==> config.mk <==
export PLATFORM = sky130hd
export DESIGN_NAME = otp_fuse_regs
export DESIGN_NICKNAME = d
export VERILOG_FILES = /design/src/rtl/otp_fuse_pkg.sv /design/src/rtl/otp_cmd_ctrl.sv /design/src/rtl/otp_status.sv /design/src/rtl/otp_rd_buf.sv /design/src/rtl/otp_fuse_regs.sv
export SDC_FILE = /design/constraint.sdc
export NUM_CORES = 1
export LEC_CHECK = 0
export ABC_AREA = 1
export CAP_MARGIN = 10
export CORE_AREA = 2 2 141 143
export CTS_BUF_LIST = sky130_fd_sc_hd__clkbuf_8
export DETAILED_ROUTE_END_ITERATION = 10
export DIE_AREA = 0 0 143 145
export PLACE_DENSITY_LB_ADDON = 0.25
export SLEW_MARGIN = 20
export SYNTH_ARGS = -nofsm -noshare
export SYNTH_HDL_FRONTEND = slang
export SYNTH_SLANG_ARGS = --single-unit
export TNS_END_PERCENT = 1
==> constraint.sdc <==
create_clock -name clk_i -period 2.1 [get_ports clk_i]
set_clock_uncertainty 0.15 [all_clocks]
set_input_delay 0.42 -clock clk_i [delete_from_list [all_inputs] [get_ports clk_i]]
set_output_delay 0.42 -clock clk_i [all_outputs]
set_load 0.05 [all_outputs]
==> src/rtl/otp_fuse_pkg.sv <==
package otp_fuse_pkg;
  localparam int DW    = 32;
  localparam int KEY_W = 16;
  localparam int RA_W  = 4;
  localparam logic [KEY_W-1:0] UNLOCK_KEY = 16'h3E77;

  localparam logic [RA_W-1:0] RA_CTRL  = 4'd0;
  localparam logic [RA_W-1:0] RA_CSET  = 4'd1;
  localparam logic [RA_W-1:0] RA_CCLR  = 4'd2;
  localparam logic [RA_W-1:0] RA_DATA  = 4'd3;
  localparam logic [RA_W-1:0] RA_RDCTL = 4'd4;
  localparam logic [RA_W-1:0] RA_STAT  = 4'd5;
  localparam logic [RA_W-1:0] RA_SCLR  = 4'd6;
  localparam logic [RA_W-1:0] RA_RBUF  = 4'd8;

  localparam int B_RELOAD = 8;
  localparam int B_WLOCK  = 9;
  localparam int B_ERR    = 10;
  localparam int B_BUSY   = 11;
  localparam int B_KEY    = 16;

  localparam int NFLAG    = 3;

  typedef enum logic [1:0] {
    OP_IDLE   = 2'd0,
    OP_PROG   = 2'd1,
    OP_READ   = 2'd2,
    OP_RELOAD = 2'd3
  } op_e;
endpackage

==> src/rtl/otp_cmd_ctrl.sv <==
module otp_cmd_ctrl
  import otp_fuse_pkg::*;
#(
  parameter int ADDR_W = 8,
  parameter int CNT_W  = 2
) (
  input  logic              clk_i,
  input  logic              rst_ni,
  input  logic              wr_i,
  input  logic [RA_W-1:0]   waddr_i,
  input  logic [DW-1:0]     wdata_i,
  input  logic              seq_done_i,
  output logic              acc_o,
  output logic [DW-1:0]     ctrl_o,
  output logic              rd_go_o,
  output logic [CNT_W-1:0]  rd_cnt_o,
  output logic              busy_o,
  output logic              cmd_valid_o,
  output op_e               cmd_op_o,
  output logic [ADDR_W-1:0] cmd_addr_o,
  output logic [DW-1:0]     cmd_data_o,
  output logic              cmd_lock_o,
  output logic [CNT_W-1:0]  cmd_cnt_o
);
  logic [ADDR_W-1:0] fa_q;
  logic              reload_q, wlock_q, err_q, busy_q, rd_go_q;
  logic [KEY_W-1:0]  key_q;
  logic [CNT_W-1:0]  rd_cnt_q;
  logic              cmd_valid_q, cmd_lock_q;
  op_e               cmd_op_q;
  logic [ADDR_W-1:0] cmd_addr_q;
  logic [DW-1:0]     cmd_data_q;
  logic [CNT_W-1:0]  cmd_cnt_q;

  logic [DW-1:0] cur, nxt;
  logic acc, rej, is_ctrl, prog_try, key_ok, prog_go, rd_start, rl_start, err_clr, start;

  assign acc      = wr_i & ~busy_q;
  assign rej      = wr_i & busy_q;
  assign is_ctrl  = (waddr_i == RA_CTRL) | (waddr_i == RA_CSET) | (waddr_i == RA_CCLR);
  assign prog_try = acc & (waddr_i == RA_DATA);
  assign key_ok   = (key_q == UNLOCK_KEY);
  assign prog_go  = prog_try & key_ok;
  assign rd_start = acc & (waddr_i == RA_RDCTL) & wdata_i[0];
  assign err_clr  = acc & (waddr_i == RA_CCLR) & wdata_i[B_ERR];

  always_comb begin
    cur = '0;
    cur[ADDR_W-1:0]    = fa_q;
    cur[B_RELOAD]      = reload_q;
    cur[B_WLOCK]       = wlock_q;
    cur[B_KEY+:KEY_W]  = key_q;
  end

  always_comb begin
    case (waddr_i)
      RA_CTRL: nxt = wdata_i;
      RA_CSET: nxt = cur | wdata_i;
      RA_CCLR: nxt = cur & ~wdata_i;
      default: nxt = cur;
    endcase
  end

  assign rl_start = acc & is_ctrl & nxt[B_RELOAD] & ~reload_q;
  assign start    = rl_start | rd_start | prog_go;

  // control fields
  always_ff @(posedge clk_i or negedge rst_ni) begin
    if (!rst_ni) begin
      fa_q     <= '0;
      reload_q <= 1'b0;
      wlock_q  <= 1'b0;
      key_q    <= '0;
    end else begin
      if (acc & is_ctrl) begin
        fa_q     <= nxt[ADDR_W-1:0];
        reload_q <= nxt[B_RELOAD];
        wlock_q  <= nxt[B_WLOCK];
        key_q    <= nxt[B_KEY+:KEY_W];
      end
      if (prog_try) begin
        key_q   <= '0;
        wlock_q <= 1'b0;
      end
      if (busy_q & seq_done_i) reload_q <= 1'b0;
    end
  end

  // read control
  always_ff @(posedge clk_i or negedge rst_ni) begin
    if (!rst_ni) begin
      rd_go_q  <= 1'b0;
      rd_cnt_q <= '0;
    end else if (acc & (waddr_i == RA_RDCTL)) begin
      rd_go_q  <= wdata_i[0];
      rd_cnt_q <= wdata_i[CNT_W:1];
    end else if (busy_q & seq_done_i) begin
      rd_go_q  <= 1'b0;
    end
  end

  // busy and sticky access error
  always_ff @(posedge clk_i or negedge rst_ni) begin
    if (!rst_ni) begin
      busy_q <= 1'b0;
      err_q  <= 1'b0;
    end else begin
      if (start)           busy_q <= 1'b1;
      else if (seq_done_i) busy_q <= 1'b0;
      if (rej | (prog_try & ~key_ok)) err_q <= 1'b1;
      else if (err_clr)               err_q <= 1'b0;
    end
  end

  // command issue
  always_ff @(posedge clk_i or negedge rst_ni) begin
    if (!rst_ni) begin
      cmd_valid_q <= 1'b0;
      cmd_op_q    <= OP_IDLE;
      cmd_addr_q  <= '0;
      cmd_data_q  <= '0;
      cmd_lock_q  <= 1'b0;
      cmd_cnt_q   <= '0;
    end else begin
      cmd_valid_q <= start;
      if (start) begin
        cmd_op_q   <= rl_start ? OP_RELOAD : (rd_start ? OP_READ : OP_PROG);
        cmd_addr_q <= is_ctrl ? nxt[ADDR_W-1:0] : fa_q;
        cmd_data_q <= prog_go ? wdata_i : '0;
        cmd_lock_q <= prog_go & wlock_q;
        cmd_cnt_q  <= rd_start ? wdata_i[CNT_W:1] : '0;
      end
    end
  end

  always_comb begin
    ctrl_o         = cur;
    ctrl_o[B_ERR]  = err_q;
    ctrl_o[B_BUSY] = busy_q;
  end

  assign acc_o       = acc;
  assign rd_go_o     = rd_go_q;
  assign rd_cnt_o    = rd_cnt_q;
  assign busy_o      = busy_q;
  assign cmd_valid_o = cmd_valid_q;
  assign cmd_op_o    = cmd_op_q;
  assign cmd_addr_o  = cmd_addr_q;
  assign cmd_data_o  = cmd_data_q;
  assign cmd_lock_o  = cmd_lock_q;
  assign cmd_cnt_o   = cmd_cnt_q;

  a_r5_bad_key_no_cmd: assert property (@(posedge clk_i) disable iff (!rst_ni)
    (wr_i && !busy_q && waddr_i == RA_DATA && key_q != UNLOCK_KEY) |=> (!cmd_valid_q && err_q));
  a_r4_reject_sets_err: assert property (@(posedge clk_i) disable iff (!rst_ni)
    (wr_i && busy_q) |=> (err_q && !cmd_valid_q));
  a_r3_busy_holds: assert property (@(posedge clk_i) disable iff (!rst_ni)
    (busy_q && !seq_done_i) |=> busy_q);
  a_r3_cmd_then_busy: assert property (@(posedge clk_i) disable iff (!rst_ni)
    cmd_valid_q |-> busy_q);
  a_r10_key_wiped: assert property (@(posedge clk_i) disable iff (!rst_ni)
    (wr_i && !busy_q && waddr_i == RA_DATA) |=> (key_q == '0 && !wlock_q));
  a_r6_self_clear: assert property (@(posedge clk_i) disable iff (!rst_ni)
    (busy_q && seq_done_i) |=> (!reload_q && !rd_go_q));
  a_r4_err_sticky: assert property (@(posedge clk_i) disable iff (!rst_ni)
    (err_q && !(wr_i && !busy_q && waddr_i == RA_CCLR && wdata_i[B_ERR])) |=> err_q);
endmodule

==> src/rtl/otp_status.sv <==
module otp_status
  import otp_fuse_pkg::*;
(
  input  logic             clk_i,
  input  logic             rst_ni,
  input  logic             set_en_i,
  input  logic [NFLAG-1:0] set_i,
  input  logic             clr_en_i,
  input  logic [NFLAG-1:0] clr_i,
  output logic [NFLAG-1:0] flags_o
);
  for (genvar g = 0; g < NFLAG; g++) begin : g_flag
    logic flag_q;
    always_ff @(posedge clk_i or negedge rst_ni) begin
      if (!rst_ni)                      flag_q <= 1'b0;
      else if (set_en_i && set_i[g])    flag_q <= 1'b1;
      else if (clr_en_i && clr_i[g])    flag_q <= 1'b0;
    end
    assign flags_o[g] = flag_q;

    a_r9_flag_sticky: assert property (@(posedge clk_i) disable iff (!rst_ni)
      (flag_q && !(clr_en_i && clr_i[g])) |=> flag_q);
  end
endmodule

==> src/rtl/otp_rd_buf.sv <==
module otp_rd_buf
  import otp_fuse_pkg::*;
#(
  parameter int WORDS = 4,
  parameter int CNT_W = 2
) (
  input  logic                      clk_i,
  input  logic                      rst_ni,
  input  logic                      busy_i,
  input  logic                      we_i,
  input  logic [CNT_W-1:0]          idx_i,
  input  logic [DW-1:0]             data_i,
  output logic [WORDS-1:0][DW-1:0]  words_o
);
  for (genvar g = 0; g < WORDS; g++) begin : g_word
    logic [DW-1:0] word_q;
    always_ff @(posedge clk_i or negedge rst_ni) begin
      if (!rst_ni)                                        word_q <= '0;
      else if (we_i && busy_i && idx_i == CNT_W'(g))      word_q <= data_i;
    end
    assign words_o[g] = word_q;
  end

  a_r8_fill_only_busy: assert property (@(posedge clk_i) disable iff (!rst_ni)
    we_i |-> busy_i);
endmodule

==> src/rtl/otp_fuse_regs.sv <==
module otp_fuse_regs
  import otp_fuse_pkg::*;
#(
  parameter int ADDR_W   = 8,
  parameter int RD_WORDS = 4,
  parameter int CNT_W    = (RD_WORDS > 1) ? $clog2(RD_WORDS) : 1
) (
  input  logic              clk_i,
  input  logic              rst_ni,
  input  logic              bus_req_i,
  input  logic              bus_we_i,
  input  logic [3:0]        bus_addr_i,
  input  logic [31:0]       bus_wdata_i,
  output logic [31:0]       bus_rdata_o,
  output logic              busy_o,
  output logic              cmd_valid_o,
  output logic [1:0]        cmd_op_o,
  output logic [ADDR_W-1:0] cmd_addr_o,
  output logic [31:0]       cmd_data_o,
  output logic              cmd_lock_o,
  output logic [CNT_W-1:0]  cmd_cnt_o,
  input  logic              seq_done_i,
  input  logic              seq_fail_i,
  input  logic              seq_locked_i,
  input  logic              seq_ded_i,
  input  logic              seq_rd_valid_i,
  input  logic [CNT_W-1:0]  seq_rd_idx_i,
  input  logic [31:0]       seq_rd_data_i
);
  logic                          wr, acc, busy, rd_go;
  logic [DW-1:0]                 ctrl;
  logic [CNT_W-1:0]              rd_cnt;
  logic [NFLAG-1:0]              flags;
  logic [RD_WORDS-1:0][DW-1:0]   words;
  op_e                           cmd_op;

  assign wr = bus_req_i & bus_we_i;

  otp_cmd_ctrl #(.ADDR_W(ADDR_W), .CNT_W(CNT_W)) u_ctrl (
    .clk_i       (clk_i),
    .rst_ni      (rst_ni),
    .wr_i        (wr),
    .waddr_i     (bus_addr_i),
    .wdata_i     (bus_wdata_i),
    .seq_done_i  (seq_done_i),
    .acc_o       (acc),
    .ctrl_o      (ctrl),
    .rd_go_o     (rd_go),
    .rd_cnt_o    (rd_cnt),
    .busy_o      (busy),
    .cmd_valid_o (cmd_valid_o),
    .cmd_op_o    (cmd_op),
    .cmd_addr_o  (cmd_addr_o),
    .cmd_data_o  (cmd_data_o),
    .cmd_lock_o  (cmd_lock_o),
    .cmd_cnt_o   (cmd_cnt_o)
  );

  otp_status u_status (
    .clk_i    (clk_i),
    .rst_ni   (rst_ni),
    .set_en_i (busy & seq_done_i),
    .set_i    ({seq_ded_i, seq_locked_i, seq_fail_i}),
    .clr_en_i (acc & (bus_addr_i == RA_SCLR)),
    .clr_i    (bus_wdata_i[NFLAG-1:0]),
    .flags_o  (flags)
  );

  otp_rd_buf #(.WORDS(RD_WORDS), .CNT_W(CNT_W)) u_rdbuf (
    .clk_i   (clk_i),
    .rst_ni  (rst_ni),
    .busy_i  (busy),
    .we_i    (seq_rd_valid_i),
    .idx_i   (seq_rd_idx_i),
    .data_i  (seq_rd_data_i),
    .words_o (words)
  );

  always_comb begin
    bus_rdata_o = '0;
    case (bus_addr_i)
      RA_CTRL, RA_CSET, RA_CCLR: bus_rdata_o = ctrl;
      RA_RDCTL: begin
        bus_rdata_o[0]       = rd_go;
        bus_rdata_o[CNT_W:1] = rd_cnt;
      end
      RA_STAT: bus_rdata_o[NFLAG-1:0] = flags;
      default: ;
    endcase
    for (int i = 0; i < RD_WORDS; i++)
      if (int'(bus_addr_i) == int'(RA_RBUF) + i) bus_rdata_o = words[i];
  end

  assign busy_o   = busy;
  assign cmd_op_o = cmd_op;

  a_r11_idle_after_reset: assert property (@(posedge clk_i) disable iff (!rst_ni)
    $rose(rst_ni) |-> (!busy && !cmd_valid_o));
  a_r3_no_done_when_idle_cmd: assert property (@(posedge clk_i) disable iff (!rst_ni)
    cmd_valid_o |=> !cmd_valid_o);
endmodule

== After elaboration in Yosys (flattened, before gate mapping) ==
Cells that the tools add are included.
Cells by class
  eq/ne operators: 14
  mux-type cells: 30
  bitwise gates (word level): 27
  reduce and logical (&&, ||, !) cells: 24
Operators with widths (number)
  $mux 32: 5
  $pmux 32 s3: 1
  $and 32x32->32: 1
  $mux 16: 2
  $not 32->32: 1
  $or 32x32->32: 1
  $mux 29: 1
  $and 1x1->1: 16
  $eq 16x14->1 const B: 1
  $eq 4x4->1 const B: 4
  $mux 1: 16
  $reduce_bool 2->1: 8
  $eq 4x3->1 const B: 3
  $logic_and 1x1->1: 11
  $pmux 3 s3: 1
  $eq 4x2->1 const B: 2
  $mux 8: 1
  $mux 2: 3
  $or 1x1->1: 5
  $eq 2x2->1 const B: 2
  $eq 4x1->1 const B: 1
  $logic_not 4->1: 1
  $reduce_bool 4->1: 1
  $not 1->1: 3
  other kinds (4): 4
Storage, ports and cells
  bits in registers: 208
  input port bits: 79
  output and inout port bits: 79
  word-level logic and storage cells: 116

== Longest topological paths before layout ==
  word-level depth: 9
  depth in mapped cells: 9

== Hierarchy ==
From an unflattened synthesis, not the netlist that was laid out.
Second synthesis, totals
  cells, all modules: 1290
  area, all modules: 10084.7 um2
Modules (own cells, without submodules)
  otp_rd_buf: instances 1, cells each 560, area each 5009.8 um2, seq. area each 3203.1 um2
  otp_cmd_ctrl: instances 1, cells each 433, area each 3678.5 um2, seq. area each 1926.8 um2
  otp_fuse_regs: instances 1, cells each 279, area each 1253.7 um2, seq. area each 0.0 um2
  otp_status: instances 1, cells each 18, area each 142.6 um2, seq. area each 75.1 um2

== Worst setup path after synthesis ==
Ideal clock, no wire load.
  path kind: input -> output
  start point: input port bus_addr_i[2]
  end point: output port bus_rdata_o[15]
  data arrival time: 2.033 ns
  data required time: 1.530 ns
  setup slack: -0.503 ns
  cell stages on the path: 6
  path buffers: 1
  cells stage by stage: inv_2 nand2_2 nor2_1 buf_2 inv_1 o21ai_0
On the way
  longest elaborated chain between the ends: 5
  elaborated cells on any way between the ends: 8
RTL lines
  start: declaration: line otp_fuse_regs.sv:12  | input logic [3:0] bus_addr_i,
  $eq 4x4->1: line otp_fuse_regs.sv:91  | if (int'(bus_addr_i) == int'(RA_RBUF) + i) bus_rdata_o = words[i];
  $mux 32 (3 in a row): line otp_fuse_regs.sv:91
  $mux 32 (*): line otp_fuse_regs.sv:91
  end: declaration: line otp_fuse_regs.sv:14  | output logic [31:0] bus_rdata_o,
Every way passes the cells marked *; elsewhere a longest branch is shown, timed or not.

== Worst setup path after layout ==
  start point: input port bus_addr_i[1]
  end point: output port bus_rdata_o[31]
On the way
  longest elaborated chain between the ends: 7
  elaborated cells on any way between the ends: 13
RTL lines
  $eq 4x2->1, or another cell as far along: line otp_fuse_regs.sv:81  | case (bus_addr_i)
  $reduce_or 3->1: line otp_fuse_regs.sv:81
  $mux 29: line otp_fuse_regs.sv:81
  $mux 32 (3 in a row): line otp_fuse_regs.sv:91
  $mux 32 (*): line otp_fuse_regs.sv:91
Marked as above.

==> implementation parameters <==
Parameter                              Value

CTS
  TritonCTS Buffers    35
  Root buffer selected by CTS    clkbuf_8
  Insertion delay to the later sink of the worst-skew pair    520 ps
  CTS H-tree depth    2
  TritonCTS clock tree    done
  Clock slew at reported path FFs    60 ps
  CTS sink cnt    208
  Bufs on Longest Clock Path    3

Finish
  Number of standard cells in the layout, taps in and fillers out    1,670
  Fraction of layout cells with a size suffix above 1    0.2028
  # nets final    1,459
  Multi-input combinational cell area    0.003958 mm²
  Layout overhead on the synthesized area    40.79%
  Area occupied by registers    0.005214 mm²
  Most common library cell in the layout ignoring fill and taps    nand2_1
  Fill cell count    1,547
  Commonest cells after routing, fill and taps aside    nand2_1, dfrtp_1, o21ai_0
  Antenna diode count    0

Drt
  First-pass iteration count of the detailed router    6
  Initial drt markers    819
  Drt via density    5.325
  Final routed wirelength across all metal layers    27,380 µm
  Drt wl/cell    16.39 µm
  Number of remaining DRC errors    0
  Antenna Nets Post-Route    0
  Routed via count    8,892

Status
  Result of the run    finished, violations left
  Violations in the final reports    setup timing

Logic synthesis
  Post-Syn Instances    1,162
  Synthesized area per cell    8.164 µm²
  Flip-flop and latch count after synthesis    208
  Synthesis Warnings    0
  Share of the yosys chip area belonging to registers    0.5487
  Net count after synthesis    1,241
  Netlist area before placement    0.009487 mm²
  Number of distinct library cell variants in the gate-level netlist after synthesis    28

Critical path
  Critical Path RT    1530 ps
  Arrival time of the worst setup path    1640 ps
  Largest fanout of any net on the critical path    6
  Launching element type of the critical path    primary input
  Critical Setup Path Class    primary input to primary output
  Capturing element type of the critical path    primary output

Die
  Num rows    51
  Initial standard-cell utilization of the core    0.4939
  I/O pin count    158
  Die area    0.02074 mm²
  Die Y-Extent    145 µm
  Die boundary width    143 µm
  Floorplan Core Area    0.01921 mm²

Place
  Final GP Congestion    0.8733
  Worst slack after detailed placement    -641.6 ps
  Detailed placer's ending HPWL    18,260 µm
  Placed cell count    1,599
  Port bufs    157

Timing
  Final hold vios    0
  Min Clock Period, post-route    2211 ps
  Max frequency    0.4524 GHz
  Final worst slack    -110.5 ps
  Total setup violations reported at the end of the flow    20
  Tcrit/Tclk final    1.053
  Relative max-transition margin    0.6601
  Transition time at the pin with the least slew margin    511.9 ps
  Final Max Tran Viols    0
  Worst-case hold slack    154.8 ps
  Unrepaired setup endpoints after global routing    true

GRT
  Initial antenna violation count    0
  Final global-route overflow total    0
  Total global routing track utilization    0.2649
  Largest net degree at the start of global routing    65
  First-pass GRT wire length    44,230 µm
  Via count of the first global-routing pass    8,543

Pwr
  Share of power burned in registers    0.469
  Relative contribution of the clock network to total power    0.353
  Net switching fraction of the power    0.2952
  Standby leakage power    6.788 nW
  VDD IR max    0.5733 mV
  Power per unit of standard cell area    765.1 mW/mm²
  Power spent charging and discharging nets    0.003017 W
  Internal Dissipation    0.007203 W
  Power share of the combinational group    0.178

Worst hold path
  Type of the worst min-delay path    primary input to flop

Flow run
  Number of max-cap violations    0
power by group through the flow:
stage	Sequential (W)	Clock, W	Combinational, W
after global routing	0.00483	0.00385	0.00199
final	0.00479	0.00360	0.00182
after detailed placement	0.00482	0	0.00174
after CTS	0.00477	0.00366	0.00181
after global placement	0.00481	0	0.00170
after floorplan	0.00485	0	0.000802
synth_stat cells, drive strengths merged:
master   instances  area share
nand2          405        0.16
dfrtp          208        0.55
o21ai          158       0.083
inv             82       0.032
nand3           69       0.040
nor2            64       0.030
nand4           55       0.036
a21oi           46       0.025
buf             34       0.022
clkbuf          29       0.011
a31oi            4      0.0026
o2111ai          3      0.0028
o22ai            2      0.0013
a21boi           1     0.00079
nor3             1      0.0011
o211ai           1     0.00079
cell type report:
type / count / area share
flip-flops and latches: 208 / 0.3904
multi-input cells: 809 / 0.2963
repair buffers: 244 / 0.2120
clock buffers: 46 / 0.04740
well taps: 265 / 0.02482
inverters: 82 / 0.02379
clock inverters: 16 / 0.005340
timing repair:
item	CTS	global route
resized for setup	141	44
setup buffers	7	1
endpoints found under the setup margin	64	32
cloned	2	0
pin swaps	28	19
endpoints found under the hold margin	47	0
hold buffers	1	0
cells by family after synthesis:
kind of cell           after synthesis  share of synthesized area
buffers and inverters              145                    0.06555
AND/OR/NAND/NOR                    594                     0.2695
flip-flops                         208                     0.5487
AO/OA/AOI/OAI                      215                     0.1163
metal layers:
metal  vias up  routed length, µm  track usage
li1       4246                  -            -
met1      4245              12310       0.3985
met2       356              12660       0.4033
met3        45               1889      0.04158
met4         0                518      0.06485
met5         -                  0            0
worst max-delay path: stages:
cell	delay, ps
buf_4	130
buf_6	120
nand2_4	100
nor2_4	50
buf_12	140
buf_8	140
nand2_1	60
nand4_1	230
buf_12	240
final timing paths:
check	endpoint	startpoint	slack [ps]	cells after the start
min reg2reg	u_rdbuf.g_word[0].word_q[1]	u_rdbuf.g_word[0].word_q[1]	330	2
max	bus_rdata_o[31]	bus_addr_i[1]	-110	9
max in group asynchronous	u_rdbuf.g_word[1].word_q[28]	rst_ni	900	3
min in group asynchronous	u_ctrl.cmd_addr_o[5]	rst_ni	290	2
min	u_ctrl.reload_q	bus_addr_i[0]	150	5
max reg2reg	u_ctrl.cmd_addr_o[3]	u_ctrl.busy_o	380	9
sequential cells by signal, indices dropped and copies added (netlist names), 2 cells and up:
name and cells:
u_rdbuf.g_word.word_q 128, u_ctrl.cmd_data_o 32, u_ctrl.key_q 16, u_ctrl.cmd_addr_o 8, u_ctrl.fa_q 8, u_status.g_flag.flag_q 3, u_ctrl.cmd_cnt_o 2, u_ctrl.cmd_op_o 2
u_ctrl.rd_cnt_o 2
per-stage QoR:
step	utilization	TNS [ps]	total power [W]	instance area, µm²
6_report	0.6954	-877.7	0.01022	13360
5_1_grt	0.6954	-2803	0.01067	13360
3_3_place_gp	0.6345	-36050	0.006514	12190
2_1_floorplan	-	-1816	0.005654	9487
4_1_cts	0.6880	-1462	0.01024	13210
3_5_place_dp	0.6345	-38690	0.006564	12190
No activity file was read; power rests on OpenSTA's default activity.
